$ cat src/rtl/keygen_pkg.sv
package keygen_pkg;
  localparam int unsigned DEF_W      = 7;
  localparam int unsigned DEF_STAGES = 3;

  // last output bit (1-based) of the seed window taken from stage s
  function automatic int unsigned win_last(int unsigned s, int unsigned w);
    return (s + 2) * w;
  endfunction
endpackage

$ cat src/rtl/keygen_lfsr.sv
module keygen_lfsr #(
  parameter int unsigned W     = 7,
  parameter int unsigned TAP_A = 6,
  parameter int unsigned TAP_B = 5
) (
  input  logic         clk_i,
  input  logic         rst_ni,
  input  logic         load_i,
  input  logic [W-1:0] seed_i,
  input  logic         shift_i,
  output logic         bit_o
);
  logic [W-1:0] state_q;

  always_ff @(posedge clk_i or negedge rst_ni) begin
    if (!rst_ni)      state_q <= '1;
    else if (load_i)  state_q <= seed_i;
    else if (shift_i) state_q <= {state_q[W-2:0], state_q[TAP_A] ^ state_q[TAP_B]};
  end

  assign bit_o = state_q[W-1];
endmodule

$ cat src/rtl/keygen_window.sv
module keygen_window #(
  parameter int unsigned W = 7
) (
  input  logic         clk_i,
  input  logic         rst_ni,
  input  logic         shift_i,
  input  logic         bit_i,
  output logic [W-1:0] next_o
);
  logic [W-2:0] win_q;

  // oldest bit ends in the MSB, so it is the first bit the reseeded stage emits
  assign next_o = {win_q, bit_i};

  always_ff @(posedge clk_i or negedge rst_ni) begin
    if (!rst_ni)      win_q <= '0;
    else if (shift_i) win_q <= next_o[W-2:0];
  end
endmodule

$ cat src/rtl/keygen_seq.sv
module keygen_seq #(
  parameter int unsigned W        = 7,
  parameter int unsigned N_STAGES = 3,
  parameter int unsigned STG_W    = 2,
  parameter int unsigned CNT_W    = 5
) (
  input  logic             clk_i,
  input  logic             rst_ni,
  input  logic             start_i,
  input  logic             en_i,
  output logic             fire_o,
  output logic             handoff_o,
  output logic [STG_W-1:0] stage_o
);
  logic             active_q;
  logic [STG_W-1:0] stage_q;
  logic [CNT_W-1:0] cnt_q;
  logic             last_stage;
  logic [CNT_W-1:0] end_cnt;

  assign last_stage = (stage_q == STG_W'(N_STAGES - 1));
  assign end_cnt    = CNT_W'(keygen_pkg::win_last(32'(stage_q), W) - 1);
  assign fire_o     = active_q & en_i & ~start_i;
  assign handoff_o  = fire_o & ~last_stage & (cnt_q == end_cnt);

  always_ff @(posedge clk_i or negedge rst_ni) begin
    if (!rst_ni) begin
      active_q <= 1'b0;
      stage_q  <= '0;
      cnt_q    <= '0;
    end else if (start_i) begin
      active_q <= 1'b1;
      stage_q  <= '0;
      cnt_q    <= '0;
    end else if (handoff_o) begin
      stage_q  <= stage_q + 1'b1;
      cnt_q    <= '0;
    end else if (fire_o && !last_stage) begin
      cnt_q    <= cnt_q + 1'b1;
    end
  end

  assign stage_o = stage_q;
endmodule

$ cat src/rtl/keystream_cascade.sv
module keystream_cascade #(
  parameter int unsigned W        = keygen_pkg::DEF_W,
  parameter int unsigned N_STAGES = keygen_pkg::DEF_STAGES,
  parameter int unsigned TAP_A    = W - 1,
  parameter int unsigned TAP_B    = W - 2,
  parameter logic [W-1:0] SEED0   = '1,
  localparam int unsigned STG_W   = (N_STAGES > 1) ? $clog2(N_STAGES) : 1,
  localparam int unsigned CNT_W   = $clog2(N_STAGES * W + 1)
) (
  input  logic             clk_i,
  input  logic             rst_ni,
  input  logic             start_i,
  input  logic             en_i,
  output logic             key_o,
  output logic             key_valid_o,
  output logic [STG_W-1:0] stage_o
);
  logic         fire;
  logic         handoff;
  logic         lfsr_bit;
  logic [W-1:0] win_next;
  logic [W-1:0] seed;

  keygen_seq #(.W(W), .N_STAGES(N_STAGES), .STG_W(STG_W), .CNT_W(CNT_W)) i_seq (
    .clk_i, .rst_ni, .start_i, .en_i,
    .fire_o(fire), .handoff_o(handoff), .stage_o(stage_o)
  );

  keygen_window #(.W(W)) i_win (
    .clk_i, .rst_ni, .shift_i(fire), .bit_i(lfsr_bit), .next_o(win_next)
  );

  assign seed = start_i ? SEED0 : win_next;

  keygen_lfsr #(.W(W), .TAP_A(TAP_A), .TAP_B(TAP_B)) i_lfsr (
    .clk_i, .rst_ni, .load_i(start_i | handoff), .seed_i(seed),
    .shift_i(fire), .bit_o(lfsr_bit)
  );

  assign key_valid_o = fire;
  assign key_o       = fire & lfsr_bit;
endmodule

$ cat config.mk
export PLATFORM = sky130hd
export DESIGN_NAME = keystream_cascade
export DESIGN_NICKNAME = d
export VERILOG_FILES = /design/src/rtl/keygen_pkg.sv /design/src/rtl/keygen_lfsr.sv /design/src/rtl/keygen_window.sv /design/src/rtl/keygen_seq.sv /design/src/rtl/keystream_cascade.sv
export SDC_FILE = /design/constraint.sdc
export NUM_CORES = 1
export LEC_CHECK = 0
export ABC_AREA = 0
export BUFFER_PORTS_ARGS = -buffer_cell sky130_fd_sc_hd__buf_2
export CORE_AREA = 2 2 50 52
export CTS_CLUSTER_DIAMETER = 60
export DETAILED_ROUTE_END_ITERATION = 10
export DIE_AREA = 0 0 52 54
export PLACE_DENSITY = 0.71
export SYNTH_ARGS = -nofsm -noshare
export SYNTH_HDL_FRONTEND = slang
export SYNTH_SLANG_ARGS = --single-unit
$ cat constraint.sdc
create_clock -name clk_i -period 2.3 [get_ports clk_i]
set_clock_uncertainty 0.15 [all_clocks]
set_input_delay 0.345 -clock clk_i [delete_from_list [all_inputs] [get_ports clk_i]]
set_output_delay 0.345 -clock clk_i [all_outputs]
set_load 0.005 [all_outputs]
; Word level (Yosys, flattened, before mapping)
; Cells that the tools add are included.
[totals]
ff_bits = 21
input_bits = 4
out_inout_bits = 4
elab_cells = 34
[classes]
n_addsub = 4
n_mul = 1
n_eq_ne = 2
n_mux = 8
bitwise = 9
n_reduce_logical = 5
[ops]
columns = operator, n
row1 = $mul 32x3->5 const B, 1
row2 = $mux 7, 3
row3 = $mux 5, 3
row4 = $add 5x1->5 const B, 1
row5 = $and 1x1->1, 5
row6 = $eq 5x5->1, 1
row7 = $sub 5x1->5 const B, 1
row8 = $mux 2, 2
row9 = $reduce_bool 2->1, 2
row10 = $add 2x2->3 const B, 1
row11 = $reduce_bool 3->1, 1
row12 = $add 2x1->2 const B, 1
row13 = $eq 2x2->1 const B, 1
row14 = $not 1->1, 2
row15 = $logic_and 1x1->1, 1
row16 = $logic_not 1->1, 1
row17 = $or 1x1->1, 1
row18 = $xor 1x1->1, 1

; Longest topological paths before layout
; Gate-level depths: netlist of the first run.
[depth]
ltp_word = 7
mapped_depth = 8
depth_no_buf = 7

; Cells and area by module
; From an unflattened synthesis of the first run, not the netlist that was laid out.
[hier_totals]
hier_cells = 103
hier_area_um2 = 1168.6
[by_module_without_submodules]
columns = mod, instances, cells_per_inst, area_each_um2, seq_area_each_um2
row1 = keygen_seq, 1, 48, 500.5, 200.2
row2 = keygen_lfsr, 1, 32, 352.8, 183.9
row3 = keygen_window, 1, 14, 259.0, 150.1
row4 = keystream_cascade, 1, 9, 56.3, 0.0

; Least setup slack after synthesis of the first run
; OpenSTA, ideal clock, no wires.
[synth_path]
path_type = reg2reg
startpoint = register i_seq.stage_q[0] (netlist: i_seq.stage_o[0])
endpoint = register i_seq.cnt_q[0]
setup_ps = 121
arrival_time_ps = 1973
required_ps = 2029
setup_slack_ps = 56
path_stages_with_launch = 8
n_path_buf = 1
synth_period_minus_slack_ps = 2244
cell_sequence = dfrtp_1 > inv_1 > ha_1 > xnor2_1 > mux2i_1 > or4_1 > buf_6 > a22o_1
[synth_between]
elab_chain_cells = 7
word_cells_on_any_way = 13
cone_classes = add/sub (2) / mul (1) / eq/ne (2) / mux (2) / bitwise (3) / reduce/logical (3)
[synth_lines]
columns = element, line_no
row1 = start: declaration, keygen_seq.sv:16  ; logic [STG_W-1:0] stage_q;
row2 = start signal: assignment, keygen_seq.sv:36  ; stage_q <= stage_q + 1'b1;
row3 = $add 2x2->3, keygen_pkg.sv:7  ; return (s + 2) * w;
row4 = $mul 32x3->5, keygen_pkg.sv:7
row5 = $sub 5x1->5, keygen_seq.sv:22  ; assign end_cnt = CNT_W'(keygen_pkg::win_last(32'(stage_q), W) - 1);
row6 = $eq 5x5->1, keygen_seq.sv:24  ; assign handoff_o = fire_o & ~last_stage & (cnt_q == end_cnt);
row7 = $and 1x1->1, keygen_seq.sv:24
row8 = $mux 5, keygen_seq.sv:35  ; end else if (handoff_o) begin
row9 = $mux 5, keygen_seq.sv:31  ; end else if (start_i) begin
row10 = end signal: assignment, keygen_seq.sv:39  ; cnt_q <= cnt_q + 1'b1;
row11 = end: declaration, keygen_seq.sv:17  ; logic [CNT_W-1:0] cnt_q;
; Parallel ways exist; a longest one is shown, timed or not.
; A chain may end at the register's enable or synchronous reset.

; Worst setup path in the final report of the first run
; Ends and elaborated chain as after synthesis.

==> flow_summary.yaml, run 1 <==
power_and_ir_drop:
  swShare_pct: 26.1
  power.share.sequential_pct: 63.6
  p_sw_mw: 0.173
  power_density_nw_per_um2: 558
  intPower_mw: 0.490
  ir_drop_mv: 0.441
  power.leakage_nw: 0.578
  combinationalPowerShare_pct: 9.8
  clockPowerShare_pct: 26.6
critical_path:
  worstSetupStartpointType: "flip-flop"
  cp.arrival_ns: 2.24
  r2r_cells: 6
  crit_type: "reg2reg"
  required_ns: 2.35
  worstPathCellList: "inv_1 > ha_1 > xnor2_1 > mux2i_1 > or4_4 > a22o_1"
  worst-path-buf-inv: 1
  cp_top_family: "simple AND/OR/NAND/NOR gates"
  cp.depth: 6
  r2r-end: "i_seq.cnt_q[0]$_DFFE_PN0P_"
  rrSetupSlack_ns: 0.11
  cp_max_fo: 8
  timing.rr.start: "i_seq.stage_o[0]$_DFFE_PN0P_"
  cp_slowest_cell: "or4_4"
  critical-path-max-stage-delay_ns: 0.60
  end_kind: "flip-flop"
clock_network:
  numCtsBuffers: 3
  clkTransAtPathRegs_ns: 0.12
  worstSkewPairLatency_ns: 0.30
  cts_tree: "done"
  clock_path_buffers: 2
  post_cts.repair.setup_buffers: 0
  h-tree-depth: 1
  cts_root_buf: "clkbuf_4"
  numClockSinks: 21
die:
  rows: 18
  start_util_pct: 46.3
  die_w_um: 52
  die_h_um: 54
  io_pins: 8
  core_um2: 2320
  fp.dieArea_um2: 2810
drt:
  wl_per_cell_um: 12.7
  routed_wl_um: 1960
  drc_errors: 0
  num_vias: 797
  drt_pass1_iterations: 4
  via_per_inst: 5.14
  final_antenna_net_count: 0
  drt_iter0_drc: 14
placement:
  dp_hpwl_um: 1420
  place.gp.congestion: 0.752
  io_buffer_count: 7
  post_dp_cell_area_um2: 1150
worst_hold_path:
  min_path_cells: 2
  holdCritStartpoint: "start_i"
  hold_path.class: "in2reg"
  min_to: "i_seq.stage_o[1]$_DFFE_PN0P_"
timing:
  tns_ns: 0
  final-setup-viol-count: 0
  worst_pin_slew_ns: 0.458
  finalHoldViolations: 0
  fmax_ghz: 0.457
  rsz0062_at_grt: "false"
  maxSlewHeadroom_pct: 69.4
  min_period_over_period_pct: 95.1
  final.min_clock_period_ns: 2.19
  final_max_slew_viol_count: 0
layout:
  final_common_cell: "nand2_1"
  final_cell_mix: "nand2_1 (30), dfrtp_1 (14), nor2_1 (12)"
  diodes: 0
  final_area_um2: 1190
  drive_gt1_share_pct: 24.8
  syn_to_final_growth_pct: 10.6
  layout.nets: 134
  fillCellCount: 215
flow_run:
  drv_cap: 0
run_status:
  status: "completed"
global_routing:
  grt_pass1_vias: 773
  grt.overflow.total: 0
  grt_pass1_wl_um: 3310
  grt_antenna_before_repair: 0
  grt_max_degree: 22
  gr-usage-all-layers_pct: 16.1
logic_synthesis:
  syn_nets: 120
  synth_area_per_cell_um2: 9.59
  ys_seq_area_share_pct: 49.8
  syn_inst: 112
  syn_area_um2: 1070
  yosysUniqueCellTypes: 30
  ys_seq_elements: 21
  synth_warnings: 0
## synth_stat cells
cell type / n / area [µm²]
nand2_1: 30 / 113
dfrtp_1: 14 / 350
nor2_1: 12 / 45.0
dfstp_2: 7 / 184
a31oi_1: 6 / 37.5
ha_1: 4 / 50.1
inv_1: 4 / 15.0
xor2_1: 4 / 35.0
a21oi_1: 3 / 15.0
buf_6: 3 / 33.8
nor3_1: 3 / 15.0
xnor2_1: 3 / 26.3
nand4_1: 2 / 12.5
a21o_1: 1 / 7.51
a21o_2: 1 / 8.76
a22o_1: 1 / 8.76
and2_1: 1 / 6.26
and3b_2: 1 / 10.0
clkbuf_1: 1 / 3.75
inv_2: 1 / 3.75
mux2i_1: 1 / 10.0
nand2b_2: 1 / 8.76
nand3b_4: 1 / 20.0
nor3b_1: 1 / 7.51
nor4_2: 1 / 12.5
o21ai_0: 1 / 5.00
o32ai_1: 1 / 8.76
or2_2: 1 / 6.26
or3_1: 1 / 6.26
or4_1: 1 / 7.51
## logic make-up after synthesis
family                     count (synthesis)  synth area share [%]
muxes                                      1                 0.932
AOI/OAI and AO/OA                         14                  8.51
DFF                                       21                  49.8
adders and majority gates                  4                  4.66
buffers and inverters                      9                  5.24
xor gates and xnor gates                   7                  5.71
and+or+nand+nor                           56                  25.2
## through the flow
| stage | util, % | instances | setup slack, ns | total power [mW] | hold WS (ns) |
|---|---|---|---|---|---|
| after floorplan | - | 112 | 0.0561 | 0.465 | -0.101 |
| after global placement | 49.4 | 150 | 0.111 | 0.488 | 0.165 |
| after detailed placement | 49.4 | 150 | 0.0383 | 0.492 | 0.172 |
| after CTS | 51.0 | 155 | 0.00887 | 0.669 | 0.168 |
| after global routing | 51.2 | 155 | 0.0148 | 0.693 | 0.180 |
| final | 51.2 | 155 | 0.113 | 0.662 | 0.177 |
## worst max path at each step
stage,endpoint,startpoint,slack [ns]
5_1_grt,i_seq.cnt_q[0]$_DFFE_PN0P_,i_seq.stage_o[0]$_DFFE_PN0P_,0.01
6_report,i_seq.cnt_q[0]$_DFFE_PN0P_,i_seq.stage_o[0]$_DFFE_PN0P_,0.11
4_1_cts,i_seq.cnt_q[0]$_DFFE_PN0P_,i_seq.stage_o[0]$_DFFE_PN0P_,0.009
3_5_place_dp,i_seq.cnt_q[0]$_DFFE_PN0P_,i_seq.stage_o[0]$_DFFE_PN0P_,0.04
3_3_place_gp,i_seq.cnt_q[0]$_DFFE_PN0P_,i_seq.stage_o[0]$_DFFE_PN0P_,0.11
2_1_floorplan,i_seq.cnt_q[0]$_DFFE_PN0P_,i_seq.stage_o[0]$_DFFE_PN0P_,0.06
## metal layers
| layer | global-route usage, % | vias to the layer above | routed length (µm) |
|---|---|---|---|
| met5 | 0 | - | 0 |
| met4 | 7.89 | 0 | 27 |
| met3 | 1.67 | 4 | 47 |
| met2 | 28.5 | 11 | 989 |
| met1 | 19.6 | 386 | 897 |
| li1 | - | 396 | - |
## power groups by stage
| stage | Combinational (mW) | Sequential [mW] | Clock, mW |
|---|---|---|---|
| 4_1_cts | 0.0663 | 0.421 | 0.182 |
| 5_1_grt | 0.0740 | 0.425 | 0.194 |
| 3_5_place_dp | 0.0644 | 0.428 | 0 |
| 2_1_floorplan | 0.0450 | 0.420 | 0 |
| 6_report | 0.0649 | 0.421 | 0.176 |
| 3_3_place_gp | 0.0619 | 0.426 | 0 |
## sequential cells by signal (all words and copies together), names as in the netlist
| register | count |
|---|---|
| i_seq.cnt_q | 5 |
| i_win.win_q | 6 |
| i_seq.stage_o | 2 |
| i_seq.active_q | 1 |
| i_lfsr.state_q | 7 |
## timing repair
| action | CTS | global route |
|---|---|---|
| gates resized for setup | 0 | 1 |
| hold buffers | 1 | 0 |
| setup endpoints to repair | 0 | 10 |
| hold endpoints to repair | 14 | 0 |
## worst reg2reg max path, cell delays in order, from the launching register on
cell     delay (ns)
dfrtp_1        0.38
inv_1          0.07
ha_1           0.34
xnor2_1        0.19
mux2i_1        0.13
or4_4          0.60
a22o_1         0.23
## final cells by class
cell class	count	area [µm²]	area share [%]
Tap cell	30	37.5	3.16
Inverter	5	18.8	1.58
Clock buffer	3	22.5	1.90
Clock inverter	1	5.00	0.421
Multi-Input combinational cell	82	487	41.0
Sequential cell	21	534	45.0
Timing Repair Buffer	13	82.6	6.95
(Power assumes the default switching activity.)
==> run 2, diff against run 1 <==
Settings changed: HOLD_SLACK_MARGIN set to 0.12.
Clock period 2.3 ns to 1.8 ns, I/O delays scaled along.
==> flow_summary.yaml, run 2 (synthesized netlist as in run 1, its figures left out) <==
critical_path:
  cp_max_fo: 7
  cp.depth: 8
  cp.arrival_ns: 2.06
  timing.rr.start: "i_seq.stage_o[1]$_DFFE_PN0P_"
  cp_top_family: "simple AND/OR/NAND/NOR gates"
  crit_type: "reg2reg"
  critical-path-max-stage-delay_ns: 0.44
  worst-path-buf-inv: 2
  cp_slowest_cell: "or4_4"
  rrSetupSlack_ns: -0.21
  r2r_cells: 8
  required_ns: 1.86
  worstPathCellList: "inv_2 > ha_4 > xnor2_2 > mux2i_2 > or4_4 > buf_6 > nand2_2 > a21oi_2"
  worstSetupStartpointType: "flip-flop"
  end_kind: "flip-flop"
  r2r-end: "i_seq.stage_o[1]$_DFFE_PN0P_"
worst_hold_path:
  min_to: "i_seq.stage_o[1]$_DFFE_PN0P_"
  min_path_cells: 3
  hold_path.class: "in2reg"
  holdCritStartpoint: "start_i"
layout:
  largest_reg_flops: 7
  final_common_cell: "nand2_1"
  layout.nets: 147
  final_cell_mix: "nand2_1 (21), dfrtp_1 (14), buf_4 (14)"
  layout.cells.non_filler: 168
  fillCellCount: 199
  largest_register: "i_lfsr.state_q"
  drive_gt1_share_pct: 50.7
  diodes: 0
  post-route-util_pct: 62.3
  reg.largest.list: "i_lfsr.state_q: 7 flops, i_win.win_q: 6 flops, i_seq.cnt_q: 5 flops"
  syn_to_final_growth_pct: 34.6
clock_network:
  cts_tree: "done"
  cts_root_buf: "clkbuf_4"
  h-tree-depth: 1
  numCtsBuffers: 3
  numClockSinks: 21
  worstSkewPairLatency_ns: 0.31
  clkTransAtPathRegs_ns: 0.11
  clock_path_buffers: 2
drt:
  num_vias: 862
  wl_per_cell_um: 13.5
  via_per_inst: 5.13
  drt_iter0_drc: 8
  drc_errors: 0
  drt_pass1_iterations: 4
  routed_wl_um: 2260
  final_antenna_net_count: 0
die:
  io_pins: 8
  die_h_um: 54
  rows: 18
  start_util_pct: 46.3
  fp.dieArea_um2: 2810
  die_w_um: 52
  core_um2: 2320
timing:
  worst_pin_slew_ns: 0.471
  fmax_ghz: 0.499
  rsz0062_at_grt: "true"
  hold_slack_ns: 0.156
  final-setup-viol-count: 14
  maxSlewHeadroom_pct: 68.6
  final.min_clock_period_ns: 2.01
  finalHoldViolations: 0
  final_max_slew_viol_count: 0
  min_period_over_period_pct: 111
  setup_ws_ns: -0.206
power_and_ir_drop:
  power.leakage_nw: 0.656
  power_density_nw_per_um2: 606
  ir_drop_mv: 0.606
placement:
  io_buffer_count: 7
  pre_cts_slack_ns: -0.259
  place.gp.congestion: 0.768
  dp_hpwl_um: 1550
  placed_cells: 159
global_routing:
  grt.overflow.total: 0
  grt_pass1_vias: 900
  grt_pass1_wl_um: 3860
  gr-usage-all-layers_pct: 19.2
  grt_antenna_before_repair: 0
  grt_max_degree: 22
run_status:
  status: "finished with violations"
  failed_checks: "setup timing"
flow_run:
  drv_cap: 0
[run 2: what timing repair did]
action | CTS | global route
setup endpoints to repair | 15 | 15
pin swaps | 10 | 0
endpoints found under the hold margin | 21 | 0
buffers inserted | 5 | 0
resized for setup | 29 | 4
hold buffers | 1 | 0
[run 2: layout make-up]
cell class / instances / area, µm² / share of cell area, %
well taps: 30 / 37.5 / 2.60
clock buffers: 4 / 26.3 / 1.82
inverters: 5 / 21.3 / 1.47
flip-flops and latches: 21 / 534 / 37.0
repair buffers: 26 / 208 / 14.4
multi-input cells: 82 / 618 / 42.8
[run 2: power by group]
group / leakage (nW) / internal, mW / switching (mW)
sequential: 0.254 / 0.509 / 0.0272
clock: 0.0150 / 0.0865 / 0.138
combinational: 0.387 / 0.0546 / 0.0608
[run 2: worst max path at each step]
stage                            startpoint                             to
5_1_grt        i_seq.stage_o[0]$_DFFE_PN0P_   i_seq.stage_o[1]$_DFFE_PN0P_
3_5_place_dp   i_seq.stage_o[0]$_DFFE_PN0P_  i_lfsr.state_q[0]$_DFFE_PN1P_
6_report       i_seq.stage_o[1]$_DFFE_PN0P_   i_seq.stage_o[1]$_DFFE_PN0P_
2_1_floorplan  i_seq.stage_o[0]$_DFFE_PN0P_     i_seq.cnt_q[0]$_DFFE_PN0P_
3_3_place_gp   i_seq.stage_o[1]$_DFFE_PN0P_  i_lfsr.state_q[0]$_DFFE_PN1P_
4_1_cts        i_seq.stage_o[0]$_DFFE_PN0P_   i_seq.stage_o[1]$_DFFE_PN0P_
[run 2: metrics by stage]
step / area [µm²] / setup TNS (ns) / power [mW]
after floorplan: 1090 / -1.28 / 0.597
final: 1450 / -2.22 / 0.876
after detailed placement: 1250 / -2.68 / 0.644
after CTS: 1430 / -2.35 / 0.890
after global placement: 1250 / -2.00 / 0.639
after global routing: 1450 / -3.52 / 0.923
[run 2: worst reg2reg max path: stages, from the launching register on]
cell,delay [ns]
dfrtp_1,0.41
inv_2,0.09
ha_4,0.22
xnor2_2,0.14
mux2i_2,0.18
or4_4,0.44
buf_6,0.16
nand2_2,0.07
a21oi_2,0.05
[run 2: routing by layer]
layer / up-vias / track usage, % / routed length (µm)
li1: 424 / - / -
met1: 427 / 21.5 / 916
met2: 7 / 35.9 / 1280
met3: 4 / 3.33 / 39
met4: 0 / 7.89 / 23
met5: - / 0 / 0
